==> src/rtl/advld_pkg.sv <==
package advld_pkg;

   typedef enum logic [2:0] {
      OP_NONE       = 3'd0,
      OP_ALLOC      = 3'd1,
      OP_LDCHK_CLR  = 3'd2,
      OP_LDCHK_KEEP = 3'd3,
      OP_ACHK_CLR   = 3'd4,
      OP_ACHK_KEEP  = 3'd5,
      OP_INV_ALL    = 3'd6,
      OP_INV_ONE    = 3'd7
   } advld_op_e;

   function automatic logic op_is_check(input advld_op_e op);
      return (op == OP_LDCHK_CLR) || (op == OP_LDCHK_KEEP) ||
             (op == OP_ACHK_CLR)  || (op == OP_ACHK_KEEP);
   endfunction

   function automatic logic op_clears_hit(input advld_op_e op);
      return (op == OP_LDCHK_CLR) || (op == OP_ACHK_CLR) || (op == OP_INV_ONE);
   endfunction

endpackage

==> src/rtl/advld_overlap.sv <==
module advld_overlap #(
   parameter int ADDR_W = 32,
   parameter int SIZE_W = 2
) (
   input  logic [ADDR_W-1:0] a_base,
   input  logic [SIZE_W-1:0] a_lg,
   input  logic [ADDR_W-1:0] b_base,
   input  logic [SIZE_W-1:0] b_lg,
   output logic              hit
);
   localparam int SPAN_W = ADDR_W + 1;

   logic [SPAN_W-1:0] a_lo, a_hi, b_lo, b_hi;

   assign a_lo = {1'b0, a_base};
   assign b_lo = {1'b0, b_base};
   assign a_hi = a_lo + (SPAN_W'(1) << a_lg);
   assign b_hi = b_lo + (SPAN_W'(1) << b_lg);

   // half-open ranges meet when each starts before the other ends
   assign hit = (a_lo < b_hi) && (b_lo < a_hi);

endmodule

==> src/rtl/advld_victim.sv <==
module advld_victim #(
   parameter int DEPTH = 16,
   parameter int IDX_W = 4
) (
   input  logic             clk,
   input  logic             rst_n,
   input  logic [DEPTH-1:0] live,
   input  logic [DEPTH-1:0] match,
   input  logic             take,
   output logic [DEPTH-1:0] slot
);
   logic [IDX_W-1:0] rr_q;
   logic [DEPTH-1:0] free_oh;
   logic [DEPTH-1:0] rr_oh;
   logic             any_free;
   logic             evict;

   always_comb begin
      logic found;
      found   = 1'b0;
      free_oh = '0;
      for (int i = 0; i < DEPTH; i++) begin
         if (!live[i] && !found) begin
            free_oh[i] = 1'b1;
            found      = 1'b1;
         end
      end
   end

   assign any_free = |free_oh;
   assign rr_oh    = DEPTH'(1) << rr_q;
   assign evict    = take && !(|match) && !any_free;

   always_comb begin
      if (|match)        slot = match;
      else if (any_free) slot = free_oh;
      else               slot = rr_oh;
   end

   always_ff @(posedge clk) begin
      if (!rst_n) begin
         rr_q <= '0;
      end else if (evict) begin
         rr_q <= (rr_q == IDX_W'(DEPTH - 1)) ? '0 : rr_q + 1'b1;
      end
   end


   slot_onehot_chk: assert property (@(posedge clk) disable iff (!rst_n)
      take |-> $onehot(slot));


   rr_advance_chk: assert property (@(posedge clk) disable iff (!rst_n)
      evict |=> (rr_q != $past(rr_q)));

endmodule

==> src/rtl/advld_table.sv <==
module advld_table
   import advld_pkg::*;
#(
   parameter int DEPTH  = 16,
   parameter int REG_W  = 7,
   parameter int ADDR_W = 32,
   parameter int SIZE_W = 2
) (
   input  logic              clk,
   input  logic              rst_n,
   input  logic              cmd_valid,
   input  logic [2:0]        cmd_op,
   input  logic [REG_W-1:0]  cmd_reg,
   input  logic              cmd_fp,
   input  logic [ADDR_W-1:0] cmd_addr,
   input  logic [SIZE_W-1:0] cmd_size,
   input  logic              st_valid,
   input  logic [ADDR_W-1:0] st_addr,
   input  logic [SIZE_W-1:0] st_size,
   output logic              rsp_valid,
   output logic              rsp_hit
);
   localparam int IDX_W = (DEPTH > 1) ? $clog2(DEPTH) : 1;

   if (DEPTH < 2) begin : g_bad_depth
      $error("advld_table: DEPTH must be at least 2");
   end
   if (SIZE_W < 1 || SIZE_W > 3) begin : g_bad_size
      $error("advld_table: SIZE_W must lie in 1..3");
   end
   if (REG_W < 1 || ADDR_W < 8) begin : g_bad_width
      $error("advld_table: REG_W or ADDR_W too small");
   end

   advld_op_e op;
   assign op = advld_op_e'(cmd_op);

   logic [DEPTH-1:0]  vld_q;
   logic [REG_W-1:0]  reg_q  [DEPTH];
   logic              fp_q   [DEPTH];
   logic [ADDR_W-1:0] addr_q [DEPTH];
   logic [SIZE_W-1:0] size_q [DEPTH];

   logic [DEPTH-1:0] st_hit;
   logic [DEPTH-1:0] live;
   logic [DEPTH-1:0] match;
   logic [DEPTH-1:0] slot;
   logic [DEPTH-1:0] write_sel;
   logic [DEPTH-1:0] clear_sel;
   logic             any_match;
   logic             is_check;
   logic             do_write;
   logic             do_clear;
   logic             do_flush;

   for (genvar i = 0; i < DEPTH; i++) begin : g_entry
      logic ov;
      advld_overlap #(.ADDR_W(ADDR_W), .SIZE_W(SIZE_W)) u_ov (
         .a_base (addr_q[i]),
         .a_lg   (size_q[i]),
         .b_base (st_addr),
         .b_lg   (st_size),
         .hit    (ov)
      );
      // store probe is resolved before the command looks at the table
      assign st_hit[i] = st_valid && vld_q[i] && ov;
      assign live[i]   = vld_q[i] && !st_hit[i];
      assign match[i]  = live[i] && (reg_q[i] == cmd_reg) && (fp_q[i] == cmd_fp);
   end

   assign any_match = |match;
   assign is_check  = cmd_valid && op_is_check(op);
   assign do_flush  = cmd_valid && (op == OP_INV_ALL);
   assign do_clear  = cmd_valid && op_clears_hit(op);
   assign do_write  = cmd_valid && ((op == OP_ALLOC) ||
                                    ((op == OP_LDCHK_KEEP) && !any_match));

   advld_victim #(.DEPTH(DEPTH), .IDX_W(IDX_W)) u_victim (
      .clk   (clk),
      .rst_n (rst_n),
      .live  (live),
      .match (match),
      .take  (do_write),
      .slot  (slot)
   );

   assign write_sel = {DEPTH{do_write}} & slot;
   assign clear_sel = {DEPTH{do_clear}} & match;

   always_ff @(posedge clk) begin
      if (!rst_n) begin
         vld_q <= '0;
      end else begin
         for (int i = 0; i < DEPTH; i++) begin
            if (do_flush)                      vld_q[i] <= 1'b0;
            else if (write_sel[i])             vld_q[i] <= 1'b1;
            else if (st_hit[i] || clear_sel[i]) vld_q[i] <= 1'b0;
         end
      end
   end

   // every field comes from the current request, never from the old occupant
   always_ff @(posedge clk) begin
      for (int i = 0; i < DEPTH; i++) begin
         if (write_sel[i]) begin
            reg_q[i]  <= cmd_reg;
            fp_q[i]   <= cmd_fp;
            addr_q[i] <= cmd_addr;
            size_q[i] <= cmd_size;
         end
      end
   end

   always_ff @(posedge clk) begin
      if (!rst_n) begin
         rsp_valid <= 1'b0;
         rsp_hit   <= 1'b0;
      end else begin
         rsp_valid <= is_check;
         rsp_hit   <= is_check && any_match;
      end
   end


   match_unique_chk: assert property (@(posedge clk) disable iff (!rst_n)
      $onehot0(match));


   empty_miss_chk: assert property (@(posedge clk) disable iff (!rst_n)
      (is_check && (vld_q == '0)) |=> !rsp_hit);


   hit_needs_valid_chk: assert property (@(posedge clk) disable iff (!rst_n)
      rsp_hit |-> rsp_valid);


   flush_empty_chk: assert property (@(posedge clk) disable iff (!rst_n)
      do_flush |=> (vld_q == '0));


   clr_hit_drops_chk: assert property (@(posedge clk) disable iff (!rst_n)
      (cmd_valid && (op == OP_LDCHK_CLR) && any_match) |=>
         ($countones(vld_q) < $countones($past(vld_q))));


   keep_check_static_chk: assert property (@(posedge clk) disable iff (!rst_n)
      (cmd_valid && (op == OP_ACHK_KEEP) && !st_valid) |=> (vld_q == $past(vld_q)));


   store_first_chk: assert property (@(posedge clk) disable iff (!rst_n)
      (is_check && ((st_hit & vld_q) == vld_q)) |=> !rsp_hit);

endmodule

==> config.mk <==
export PLATFORM = sky130hd
export DESIGN_NAME = advld_table
export DESIGN_NICKNAME = d
export VERILOG_FILES = /design/src/rtl/advld_pkg.sv /design/src/rtl/advld_overlap.sv /design/src/rtl/advld_victim.sv /design/src/rtl/advld_table.sv
export SDC_FILE = /design/constraint.sdc
export NUM_CORES = 2
export LEC_CHECK = 0
export BUFFER_PORTS_ARGS = -buffer_cell sky130_fd_sc_hd__clkbuf_2
export CAP_MARGIN = 20
export CORE_ASPECT_RATIO = 0.9
export CORE_MARGIN = 4
export CORE_UTILIZATION = 70
export DETAILED_ROUTE_END_ITERATION = 8
export GPL_TIMING_DRIVEN = 0
export PLACE_DENSITY = 0.89
export SLEW_MARGIN = 25
export SYNTH_ARGS = -nofsm -noshare
export SYNTH_HDL_FRONTEND = slang
export SYNTH_SLANG_ARGS = --single-unit
==> constraint.sdc <==
create_clock -name clk -period 21 [get_ports clk]
set_input_delay 5.25 -clock clk [delete_from_list [all_inputs] [get_ports clk]]
set_output_delay 5.25 -clock clk [all_outputs]
set_load 0.03 [all_outputs]
==> impl_metrics.ini <==
[worst_setup_path]
crit_top_cell = buf_6
cp-start-kind = input port
cp-end-kind = flop
worst_ep_required_time_ps = 21320
worstPathMaxFanout = 17
slowest_delay_ps = 1590
slowest_stage = a211oi_1
arrival_ps = 15860
worstSetupPathType = input port to flop

[timing]
finalSetupViolCount = 0
fin_crit_sh = 0.740
max_freq_ghz = 0.0644
rsz0062_at_grt = false
setup_ws_ps = 5460
finalHoldViolCount = 0
timing.max_slew.rel_slack = -0.397
slew_viol_final = 2
hold_ws_ps = 536
setup_tns_ps = 0
period_minus_slack_ps = 15540
worst_slew_pin_slew_ps = 2080
skew_ps = 54.7

[place]
portBuffers = 83
routabilityCongestion = 1.01
dpl.cell_count = 6489
hpwl_um = 133000
place_ws_ps = 6060

[cts]
postCtsSetupBuffers = 0
cts_root_buf = clkbuf_16
insertion_delay_ps = 670
clock_sinks = 694
post_cts_resized = 0
holdBufCountCts = 0
cts_tree = yes
clockBufferDepth = 3
h-tree-depth = 3
cts_made_buffers = 77
clk_pin_slew_ps = 60

[synthesis]
async_reset_ff_frac = 0
syn_nets = 6465
synth_flop_cell = edfxtp_1
synthesis.area_um2 = 56200
avgSynthCellArea_um2 = 10.6
synth_top_area_cell = edfxtp_1
synth_top_area_frac = 0.359
ys_top_cells_by_area = edfxtp_1 (36%), ha_1 (24%), xor2_1 (5.7%), xnor2_1 (4.2%), a21oi_1 (3.1%)
yosysSeqAreaShare = 0.367
yosys_warnings = 0
synth_edf_count = 672
post_synth_num_cell_types = 98
ys_ff_latch = 694
synth_cells = 5299

[final_layout]
multi_input_area_um2 = 35800
area_growth_pct = 11.0
final_cells = 6639
fill_cells = 4622
drive_gt1_frac = 0.0665
fin_nets = 6686
seqCellArea_um2 = 20600

[pwr]
p_leak_nw = 23.9
power_density_nw_per_um2 = 53.9
ir_worst_vdd_uv = 96.5
p_total_w = 0.00336

[grt]
grt_max_degree = 43
grt_pass1_wl_um = 281000
gr-total-overflow = 0
grt_usage = 0.434
antenna_found_initial = 5
grt_pass1_vias = 49800

[floorplanning]
start_util = 0.707
core-area_um2 = 79500
rows = 98
die_x_um = 307
die_height_um = 277
num_io_pins = 85
die_area_um2 = 84900

[status]
failed_checks = capacitance limit, slew limit
status = complete, but fails checks

[detailed_routing]
viasPerCell = 7.39
postRouteWirelength_um = 189000
first_pass_iters = 9
ant_nets = 0
wl_per_cell_um = 28.4
vias = 49000
drc = 0
drt_iter0_drc = 6941

[hold_path]
holdCritPathClass = flop to flop

[flow_run]
maxCapViolations = 1
[layer usage]
layer	vias up	share of wire	GRT usage
met5	-	0.00040	0
met4	2	0.096	0.321
met3	1311	0.15	0.134
met2	4008	0.43	0.659
met1	22700	0.33	0.520
li1	21000	-	-
[state kept, by name (all words and copies together) (netlist names)]
register,cells
size_q,32
reg_q,112
vld_q,16
rsp_hit,1
fp_q,16
rsp_valid,1
u_victim.rr_q,4
addr_q,512
[power breakdown]
| part | leakage [nW] | internal [W] | total, W | switching, W |
|---|---|---|---|---|
| clock | 1.22 | 0.000783 | 0.00137 | 0.000587 |
| combinational | 16.5 | 0.000155 | 0.000466 | 0.000311 |
| sequential | 6.22 | 0.00152 | 0.00152 | 0.00000345 |
| total | 23.9 | 0.00246 | 0.00336 | 0.000901 |
[logic make-up after synthesis]
logic type	Yosys count	share of synthesized area
simple gates	1671	0.156
fa+ha+maj	1083	0.243
compound gates	1082	0.125
flops	694	0.367
xor+xnor	637	0.0993
buf+inv	128	0.00884
mux	4	0.000735
[cell type report]
type,instances,area share
Multi-Input combinational cell,4477,0.574
Sequential cell,694,0.331
Clock buffer,97,0.0336
Timing Repair Buffer,142,0.0265
Tap cell,1050,0.0211
Clock inverter,42,0.00636
Inverter,90,0.00542
Buffer,38,0.00261
Antenna cell,9,0.000361
[cells in the mapped netlist, drive strengths merged (87+ instances only)]
master  number
xor2       368
a21oi      353
ha        1066
nand2      415
nand4      213
inv         90
and3        91
o21ai      213
nor2       260
xnor2      269
a21o       103
edfxtp     672
nor2b       87
nand3      246
[placed cells by master, fill, tap and decap left out, types with 81 or more instances in the layout]
| cell | n |
|---|---|
| o21ai_0 | 208 |
| a21oi_1 | 349 |
| clkbuf_16 | 81 |
| clkbuf_2 | 86 |
| nand2_1 | 414 |
| xor2_1 | 346 |
| nor2_1 | 253 |
| ha_1 | 1066 |
| inv_1 | 90 |
| xnor2_1 | 261 |
| nand3_1 | 245 |
| and3_1 | 91 |
| nand4_1 | 212 |
| a21o_1 | 103 |
| edfxtp_1 | 672 |
| nor2b_1 | 86 |
[critical path, delay by kind of cell]
family                     cells  cell delay, ps
AOI/OAI and AO/OA             10            4970
and+or+nand+nor                9            2390
buffers and inverters          6            1650
adders and majority gates      2             940
xor gates and xnor gates       1             560
[worst paths after layout]
kind	from	to	slack [ps]	depth (start not counted)
hold / removal	u_victim.rr_q[1]	u_victim.rr_q[1]	540	2
hold reg to reg	u_victim.rr_q[1]	u_victim.rr_q[1]	540	2
setup reg to reg	size_q[1][12]	addr_q[0][129]	12090	25
setup / recovery	st_addr[2]	addr_q[0][129]	5460	28
[through the flow]
step	util	area (µm²)
CTS	0.784	62300
global route	0.785	62400
floorplan	-	56200
detailed placement	0.753	59800
global placement	0.729	57900
finish	0.785	62400
Note: power is estimated with default switching activity, not from simulation.
